## config.mk

```make
export PLATFORM = sky130hd
export DESIGN_NAME = adc_low_alarm
export DESIGN_NICKNAME = d
export VERILOG_FILES = /design/src/rtl/lta_pkg.sv /design/src/rtl/lta_datapath.sv /design/src/rtl/lta_control.sv /design/src/rtl/adc_low_alarm.sv
export SDC_FILE = /design/constraint.sdc
export NUM_CORES = 1
export LEC_CHECK = 0
export BUFFER_PORTS_ARGS = -buffer_cell sky130_fd_sc_hd__clkbuf_2
export CAP_MARGIN = 0
export CELL_PAD_IN_SITES_DETAIL_PLACEMENT = 0
export CELL_PAD_IN_SITES_GLOBAL_PLACEMENT = 1
export CORE_ASPECT_RATIO = 0.9
export CORE_MARGIN = 2
export CORE_UTILIZATION = 35
export CTS_BUF_LIST = sky130_fd_sc_hd__clkbuf_4 sky130_fd_sc_hd__clkbuf_8
export DETAILED_ROUTE_END_ITERATION = 12
export GPL_TIMING_DRIVEN = 0
export PLACE_DENSITY_LB_ADDON = 0.05
export SYNTH_ARGS = -nofsm -noshare
export SYNTH_HDL_FRONTEND = slang
export SYNTH_SLANG_ARGS = --single-unit
```

## constraint.sdc

```tcl
create_clock -name clk -period 1.8 [get_ports clk]
set_input_delay 0.36 -clock clk [delete_from_list [all_inputs] [get_ports clk]]
set_output_delay 0.36 -clock clk [all_outputs]
set_load 0.01 [all_outputs]
```

## src/rtl/lta_pkg.sv

```systemverilog
package lta_pkg;
  typedef struct packed {
    logic cfgLoad;
    logic cntClear;
    logic cntInc;
  } ltaStrobe_t;
endpackage

```

## src/rtl/lta_datapath.sv

```systemverilog
module lta_datapath
  import lta_pkg::*;
#(
  parameter int SAMPLE_W = 12,
  parameter int TRIP_W   = 3
) (
  input  logic                clk,
  input  logic                rstN,
  input  ltaStrobe_t          strobe,
  input  logic [SAMPLE_W+TRIP_W:0] cfgWrData,
  input  logic                bipolar,
  input  logic [SAMPLE_W-1:0] sampleData,
  output logic                isBelow,
  output logic                atTarget,
  output logic                modeConsec
);
  localparam int CFG_W = SAMPLE_W + TRIP_W + 1;
  localparam logic [SAMPLE_W-1:0] UNI_MIN = '0;
  localparam logic [SAMPLE_W-1:0] BIP_MIN = {1'b1, {(SAMPLE_W-1){1'b0}}};

  logic [CFG_W-1:0]    cfgReg;
  logic [TRIP_W-1:0]   tripField;
  logic [SAMPLE_W-1:0] threshold;
  logic [TRIP_W-1:0]   tripCnt;
  logic [SAMPLE_W-1:0] sampleKey;
  logic [SAMPLE_W-1:0] threshKey;

  always_ff @(posedge clk) begin
    if (!rstN)                cfgReg <= '0;
    else if (strobe.cfgLoad)  cfgReg <= cfgWrData;
  end

  assign modeConsec = cfgReg[CFG_W-1];
  assign tripField  = cfgReg[CFG_W-2 -: TRIP_W];
  assign threshold  = cfgReg[SAMPLE_W-1:0];

  // Flipping the sign bit maps two's complement order onto unsigned order.
  assign sampleKey = {sampleData[SAMPLE_W-1] ^ bipolar, sampleData[SAMPLE_W-2:0]};
  assign threshKey = {threshold[SAMPLE_W-1] ^ bipolar, threshold[SAMPLE_W-2:0]};
  assign isBelow   = sampleKey < threshKey;

  always_ff @(posedge clk) begin
    if (!rstN)                 tripCnt <= '0;
    else if (strobe.cntClear)  tripCnt <= '0;
    else if (strobe.cntInc)    tripCnt <= tripCnt + 1'b1;
  end

  assign atTarget = (tripCnt == tripField);

  assert_cnt_bound_R2: assert property (@(posedge clk) disable iff (!rstN)
    tripCnt <= tripField);

  assert_clear_zero_R6: assert property (@(posedge clk) disable iff (!rstN)
    strobe.cntClear |=> (tripCnt == '0));

  assert_min_code_R10: assert property (@(posedge clk) disable iff (!rstN)
    ((!bipolar && threshold == UNI_MIN) || (bipolar && threshold == BIP_MIN)) |-> !isBelow);
endmodule

```

## src/rtl/lta_control.sv

```systemverilog
module lta_control
  import lta_pkg::*;
(
  input  logic       clk,
  input  logic       rstN,
  input  logic       cfgWrEn,
  input  logic       statRdClr,
  input  logic       sampleValid,
  input  logic       isBelow,
  input  logic       atTarget,
  input  logic       modeConsec,
  output ltaStrobe_t strobe,
  output logic       alarmFlag
);
  logic clearReq;
  logic tripHit;

  assign clearReq = cfgWrEn | statRdClr;
  assign tripHit  = !clearReq && !alarmFlag && sampleValid && isBelow && atTarget;

  always_comb begin
    strobe = '0;
    strobe.cfgLoad = cfgWrEn;
    if (clearReq) begin
      strobe.cntClear = 1'b1;
    end else if (!alarmFlag && sampleValid) begin
      if (isBelow && !atTarget)      strobe.cntInc   = 1'b1;
      else if (!isBelow && modeConsec) strobe.cntClear = 1'b1;
    end
  end

  always_ff @(posedge clk) begin
    if (!rstN)         alarmFlag <= 1'b0;
    else if (clearReq) alarmFlag <= 1'b0;
    else if (tripHit)  alarmFlag <= 1'b1;
  end

  assert_flag_sticky_R5: assert property (@(posedge clk) disable iff (!rstN)
    (alarmFlag && !cfgWrEn && !statRdClr) |=> alarmFlag);

  assert_clear_wins_R12: assert property (@(posedge clk) disable iff (!rstN)
    (cfgWrEn || statRdClr) |=> !alarmFlag);

  assert_rise_needs_valid_R11: assert property (@(posedge clk) disable iff (!rstN)
    $rose(alarmFlag) |-> $past(sampleValid));

  always_comb begin
    if (rstN) assert_strobe_excl_R4: assert (!(strobe.cntClear && strobe.cntInc));
  end
endmodule

```

## src/rtl/adc_low_alarm.sv

```systemverilog
module adc_low_alarm
  import lta_pkg::*;
#(
  parameter int SAMPLE_W = 12,
  parameter int TRIP_W   = 3
) (
  input  logic                         clk,
  input  logic                         rstN,
  input  logic                         cfgWrEn,
  input  logic [SAMPLE_W+TRIP_W:0]     cfgWrData,
  input  logic                         statRdClr,
  input  logic                         bipolar,
  input  logic                         sampleValid,
  input  logic [SAMPLE_W-1:0]          sampleData,
  output logic                         alarmFlag
);
  ltaStrobe_t strobe;
  logic isBelow;
  logic atTarget;
  logic modeConsec;

  lta_datapath #(.SAMPLE_W(SAMPLE_W), .TRIP_W(TRIP_W)) uData (
    .clk(clk), .rstN(rstN), .strobe(strobe), .cfgWrData(cfgWrData),
    .bipolar(bipolar), .sampleData(sampleData), .isBelow(isBelow),
    .atTarget(atTarget), .modeConsec(modeConsec)
  );

  lta_control uCtrl (
    .clk(clk), .rstN(rstN), .cfgWrEn(cfgWrEn), .statRdClr(statRdClr),
    .sampleValid(sampleValid), .isBelow(isBelow), .atTarget(atTarget),
    .modeConsec(modeConsec), .strobe(strobe), .alarmFlag(alarmFlag)
  );
endmodule

```

Word level (Yosys, flattened, before mapping)
Index checks and enable logic that the tools add are counted.
{ "classes": {"shift": 0, "n_lt_le_gt_ge": 1, "n_bitwise": 4, "add_sub_neg": 1, "n_reduce_logical": 13, "n_mux": 6, "eq_ne": 1, "div": 0, "mul": 0} }
{ "op_table": {"columns": ["cell", "count"], "rows": [
  ["$lt A12 B12 Y1", 1],
  ["$logic_and A1 B1 Y1", 7],
  ["$mux W1", 5],
  ["$logic_not A1 Y1", 4],
  ["$reduce_or A2 Y1", 2],
  ["$add A3 B1 Y3 const B", 1],
  ["$eq A3 B3 Y1", 1],
  ["$mux W2", 1],
  ["$xor A1 B1 Y1", 2],
  ["$not A1 Y1", 1],
  ["$or A1 B1 Y1", 1]
]} }
{ "totals": {"latch_bits": 0, "mem_bits_ro": 0, "ram_bits": 0, "regBits": 20, "elab_cells": 29, "mem_count": 0} }

Logic depth before layout (Yosys ltp)
{ "depth": {"ltp_word": 9, "depth_mapped": 8, "mapped_depth_nobuf": 8} }

By module
From an unflattened synthesis, not the netlist that was laid out.
{ "hier_totals": {"cells_unflattened": 114, "hier_area_um2": 1127.3} }
{ "by_module_without_submodules": {"columns": ["module", "area_per_inst_um2", "cells_each", "seq_area_each_um2", "instances"], "rows": [
  ["lta_datapath", 1052.3, 106, 380.4, 1],
  ["lta_control", 75.1, 8, 20.0, 1]
]} }

Worst setup path before layout
Ideal clock, no wire load.
{ "synth_path": {"path_kind": "input to register", "startpoint": "input bipolar", "endpoint": "register uData.tripCnt[1]", "required_ps": 1676, "path_stages": 8, "arrival_ps": 1709, "setup_time_ps": 124, "setup_slack_ps": -33, "path_cell_list": "xor2_1 ha_1 nand4_1 nor2_1 a211oi_1 o31a_1 mux2i_1 o22ai_1"} }
{ "synth_between": {"elab_chain_cells": 9, "word_cells_on_any_way": 13, "cone_classes": "order compare: 1; mux: 6; bitwise: 2; reduce/logical: 4"} }
{ "synth_lines": {"columns": ["item", "line_no", "rtl"], "rows": [
  ["start, declared", "adc_low_alarm.sv:12", "input logic bipolar,"],
  ["$xor A1 B1 Y1, on equally long branches", "lta_datapath.sv:38, lta_datapath.sv:39", null],
  ["$lt A12 B12 Y1 *", "lta_datapath.sv:40", "assign isBelow = sampleKey < threshKey;"],
  ["$logic_not A1 Y1", "lta_control.sv:28", "else if (!isBelow && modeConsec) strobe.cntClear = 1'b1;"],
  ["$logic_and A1 B1 Y1", "lta_control.sv:28", null],
  ["$mux W1", "lta_control.sv:28", null],
  ["$mux W1", "lta_control.sv:27", "if (isBelow && !atTarget) strobe.cntInc = 1'b1;"],
  ["$mux W2 *", "lta_control.sv:26", "end else if (!alarmFlag && sampleValid) begin"],
  ["$mux W1", "lta_control.sv:24", "if (clearReq) begin"],
  ["$reduce_or A2 Y1 (no source line)", null, null],
  ["end signal, assigned", "lta_datapath.sv:45", "else if (strobe.cntInc) tripCnt <= tripCnt + 1'b1;"],
  ["end, declared", "lta_datapath.sv:24", "logic [TRIP_W-1:0] tripCnt;"]
]} }
Mark *: on every way between the ends. The rest lies on a longest branch, timed or not.
A chain may end at the register's enable or synchronous reset.

Worst setup path after layout
{ "layout_path": {"startpoint": "register uData.cfgReg[11]", "endpoint": "register uData.tripCnt[0]"} }
{ "layout_between": {"elab_chain_cells": 9, "word_cells_on_any_way": 12, "cone_classes": "order compare: 1; mux: 6; bitwise: 1; reduce/logical: 4"} }
{ "layout_lines": {"columns": ["item", "line_no", "rtl"], "rows": [
  ["start, declared", "lta_datapath.sv:21", "logic [CFG_W-1:0] cfgReg;"],
  ["start signal, assigned", "lta_datapath.sv:30", "else if (strobe.cfgLoad) cfgReg <= cfgWrData;"],
  ["$xor A1 B1 Y1 *", "lta_datapath.sv:39", "assign threshKey = {threshold[SAMPLE_W-1] ^ bipolar, threshold[SAMPLE_W-2:0]};"],
  ["$lt A12 B12 Y1 *", "lta_datapath.sv:40", null],
  ["$logic_not A1 Y1", "lta_control.sv:28", null],
  ["$logic_and A1 B1 Y1", "lta_control.sv:28", null],
  ["$mux W1", "lta_control.sv:28", null],
  ["$mux W1", "lta_control.sv:27", null],
  ["$mux W2 *", "lta_control.sv:26", null],
  ["$mux W1", "lta_control.sv:24", null],
  ["$reduce_or A2 Y1 (no source line)", null, null]
]} }
Marked as above.

==> metrics.md <==
| Metric | Value |
|---|---|
| Post-Syn Nets | `167` |
| Peak supply drop | `597 µV` |
| Area after DPL | `around 1400 µm²` |
| PortBufs | `33` |
| I/O Pins | `35` |
| CP Cell Sequence | `xnor2_2 > ha_1 > nand4_1 > nor2_1 > a211oi_2 > o31a_1 > mux2i_2 > o22ai_2` |
| Clk_lat worst skew | `between 300 and 400 ps` |
| Routed WL | `between 2000 and 2500 µm` |
| CTS Hold Bufs | `0` |
| CTS tree | `yes` |
| Vias per cell | `around 4.6` |
| Slowest stage delay, CP | `around 350 ps` |
| Slew @ Worst Pin | `412 ps` |
| Placer Congestion | `between 0.6 and 0.7` |
| R2R Setup Slk | `-70 ps` |
| Post-layout minimum cycle time | `1870 ps` |
| DRT iter0 DRCs | `14` |
| Worst r2r src | `uData.cfgReg[11]` |
| Max-slew violations | `0` |
| CTS root buf | `clkbuf_4` |
| Area share of the largest cell type after synthesis | `0.351` |
| Vias in the first global route | `approximately 870` |
| Leak pwr | `about 0.00067 µW` |
| Synth Area per Inst | `9.42 µm²` |
| Cell Area, Synth | `about 1100 µm²` |
| DP HPWL | `between 1500 and 2000 µm` |
| Setup CP Type | `reg2reg` |
| Initial antenna violation count | `0` |
| Cell depth of the worst hold path | `3` |
| Flops & latches, synth | `20` |
| F_max | `0.533 GHz` |
| CTS Sinks | `20` |
| Core box area | `3090 µm²` |
| Fin crit share | `1.04` |
| CP Launch Point | `uData.cfgReg[11]` |
| Register area share after synthesis | `0.351` |
| Status | `finished with violations` |
| Critical Path RT | `around 2000 ps` |
| Adder-cell share of the synthesized area | `0.132` |
| WL/cell | `about 11 µm` |
| Post-Synth Simple-Gate Area | `0.190` |
| Worst Setup EP | `uData.tripCnt[0]` |
| Global-route usage over all layers | `0.130` |
| Startpoint types | `register` |
| Final #Nets | `about 210` |
| PwrDens | `roughly 650 nW/µm²` |
| First-pass GRT wire length | `between 3000 and 4000 µm` |
| Share of cells above drive strength 1 | `0.377` |
| Worst Skew | `15.6 ps` |
| Clock tree buffer depth | `2` |
| Die W | `~64 µm` |
| Mux contribution to synthesized area | `0.149` |
| Synth Warn # | `0` |
| XOR/XNOR share of the synthesized area | `0.0384` |
| Commonest non-fill, non-tap cell in the layout | `clkbuf_2` |
| # fillers | `around 330` |
| Unique masters post-synth | `29` |
| Largest family of logic cells by synthesized area | `simple AND/OR/NAND/NOR gates` |
| # diodes | `0` |
| RSZ-0062 raised after global routing | `true` |
| CTS buffer count | `3` |
| DRT Pass-1 Iters | `2` |
| Final hold viol count | `0` |
| Final Cell Area | `1490 µm²` |
| Post-synthesis compound-gate area fraction | `0.0823` |
| Yosys top cell by area | `dfxtp_1` |
| Reg2reg end | `uData.tripCnt[0]` |
| Final worst slack | `-74.4 ps` |
| Reg clk slew, reported paths | `between 100 and 150 ps` |
| FF-to-FF path depth | `8` |
| Area grow syn2layout | `31.1%` |
| Worst Path Arrival | `2060 ps` |
| Via count | `926` |
| Area of the multi-input gates | `between 700 and 800 µm²` |
| Violated checks | `negative setup slack` |
| Largest net degree at the start of global routing | `12` |
| Rel. slew slack | `0.725` |
| Synth top area cells | `dfxtp_1, mux2i_1, ha_1` |
| Finished Core Util | `0.483` |
| Starting Density | `0.369` |
| Cells after Synth | `approximately 120` |
| H-tree depth | `1` |
| Crit path max-delay cell type | `dfxtp_2` |
| Area of the die | `3730 µm²` |
| CP endpoint kind | `register` |
| Detail Route Antenna Nets | `0` |
| Sequential Area | `slightly above 400 µm²` |
| Class of the worst hold path | `in2reg` |
| Row cnt | `19` |
| GRT overflow | `0` |
| Die height | `about 58 µm` |
| Final Setup Violations | `2` |
| # DRC | `0` |
| Leading cell types in the layout, fill and taps excluded | `clkbuf_2, nor2b_1, mux2i_1` |
| Max FO, Critical Path | `3` |
| # Max-Cap Violations | `0` |
[synth_stat cells]
cell and instances:
a211oi_1 1, a21o_1 1, a21oi_1 3, a221oi_1 1, a31oi_1 1, a31oi_2 1
and2_1 1, and3_1 3, buf_2 1, buf_6 1, clkbuf_1 1, dfxtp_1 20
ha_1 12, inv_1 12, mux2i_1 17, nand2_1 7, nand3_1 3, nand3b_1 1
nand4_1 1, nor2_1 3, nor2b_1 17, nor3_1 1, o21ai_0 1, o21ai_1 2
o22ai_1 2, o31a_1 1, or4b_4 1, xnor2_1 4, xor2_1 1
[state kept, by name, indices dropped and copies added, names as in the netlist]
register / flops
uData.cfgReg: 16
uData.tripCnt: 3
uCtrl.alarmFlag: 1
[worst min path at each step]
stage                                start  slack [ps]                to
after floorplan           uData.tripCnt[2]         470  uData.tripCnt[2]
after global placement     uData.cfgReg[0]         490   uData.cfgReg[0]
after detailed placement   uData.cfgReg[0]         500   uData.cfgReg[0]
after CTS                     cfgWrData[0]         290   uData.cfgReg[0]
after global routing          cfgWrData[0]         300   uData.cfgReg[0]
final                         cfgWrData[0]         290   uData.cfgReg[0]
[layer usage]
metal,global-route usage,vias up,part of all wire
met5,0,-,0
met4,0.0274,0,0.0069
met3,0.0388,2,0.054
met2,0.222,23,0.47
met1,0.163,412,0.46
li1,-,489,-
[worst max-delay path: cells and delay by family (launching register included)]
kind / cells / cell delay (ps)
AOI/OAI and AO/OA: 3 / 490
DFF: 1 / 350
adders and majority gates: 1 / 320
muxes: 1 / 300
and+or+nand+nor: 2 / 180
xor gates and xnor gates: 1 / 130
[power breakdown]
| part | total, µW | switching [µW] | internal, µW |
|---|---|---|---|
| registers | 478 | 12.3 | 466 |
| clock network | 265 | 142 | 123 |
| logic | 228 | 102 | 125 |
| total | 971 | 257 | 714 |
[repair_timing]
action,in CTS,in global routing
pin swaps,7,3
buffers inserted,1,0
resized for setup,16,3
setup endpoints to repair,3,2
gates cloned,0,0
endpoints found under the hold margin,0,0
[area by class of cell]
type,instances,share of cell area
multi-input cells,86,0.509
clock buffers,4,0.0243
well taps,42,0.0352
repair buffers,34,0.116
flip-flops and latches,20,0.272
inverters,12,0.0302
plain buffers,3,0.0134
[cell families (layout without fill, tap and decap cells)]
group | after synthesis | after routing
multiplexers | 17 | 17
AO/OA/AOI/OAI | 14 | 14
AND/OR/NAND/NOR | 38 | 38
buffers and inverters | 15 | 53
adder cells (fa/ha/maj) | 12 | 12
XOR/XNOR | 5 | 5
flip-flops | 20 | 20
[through the flow]
step                cells  setup TNS (ps)  hold slack, ps  worst slack (ps)  total power [µW]
floorplan             121               0             474              5.56               610
CTS                   201           -93.1             291             -58.1               981
global route          201            -382             298              -179              1030
detailed placement    196            -859             495              -353               676
finish                201            -147             295             -74.4               971
global placement      196            -683             489              -308               671
Note: power is estimated with default switching activity, not from simulation.
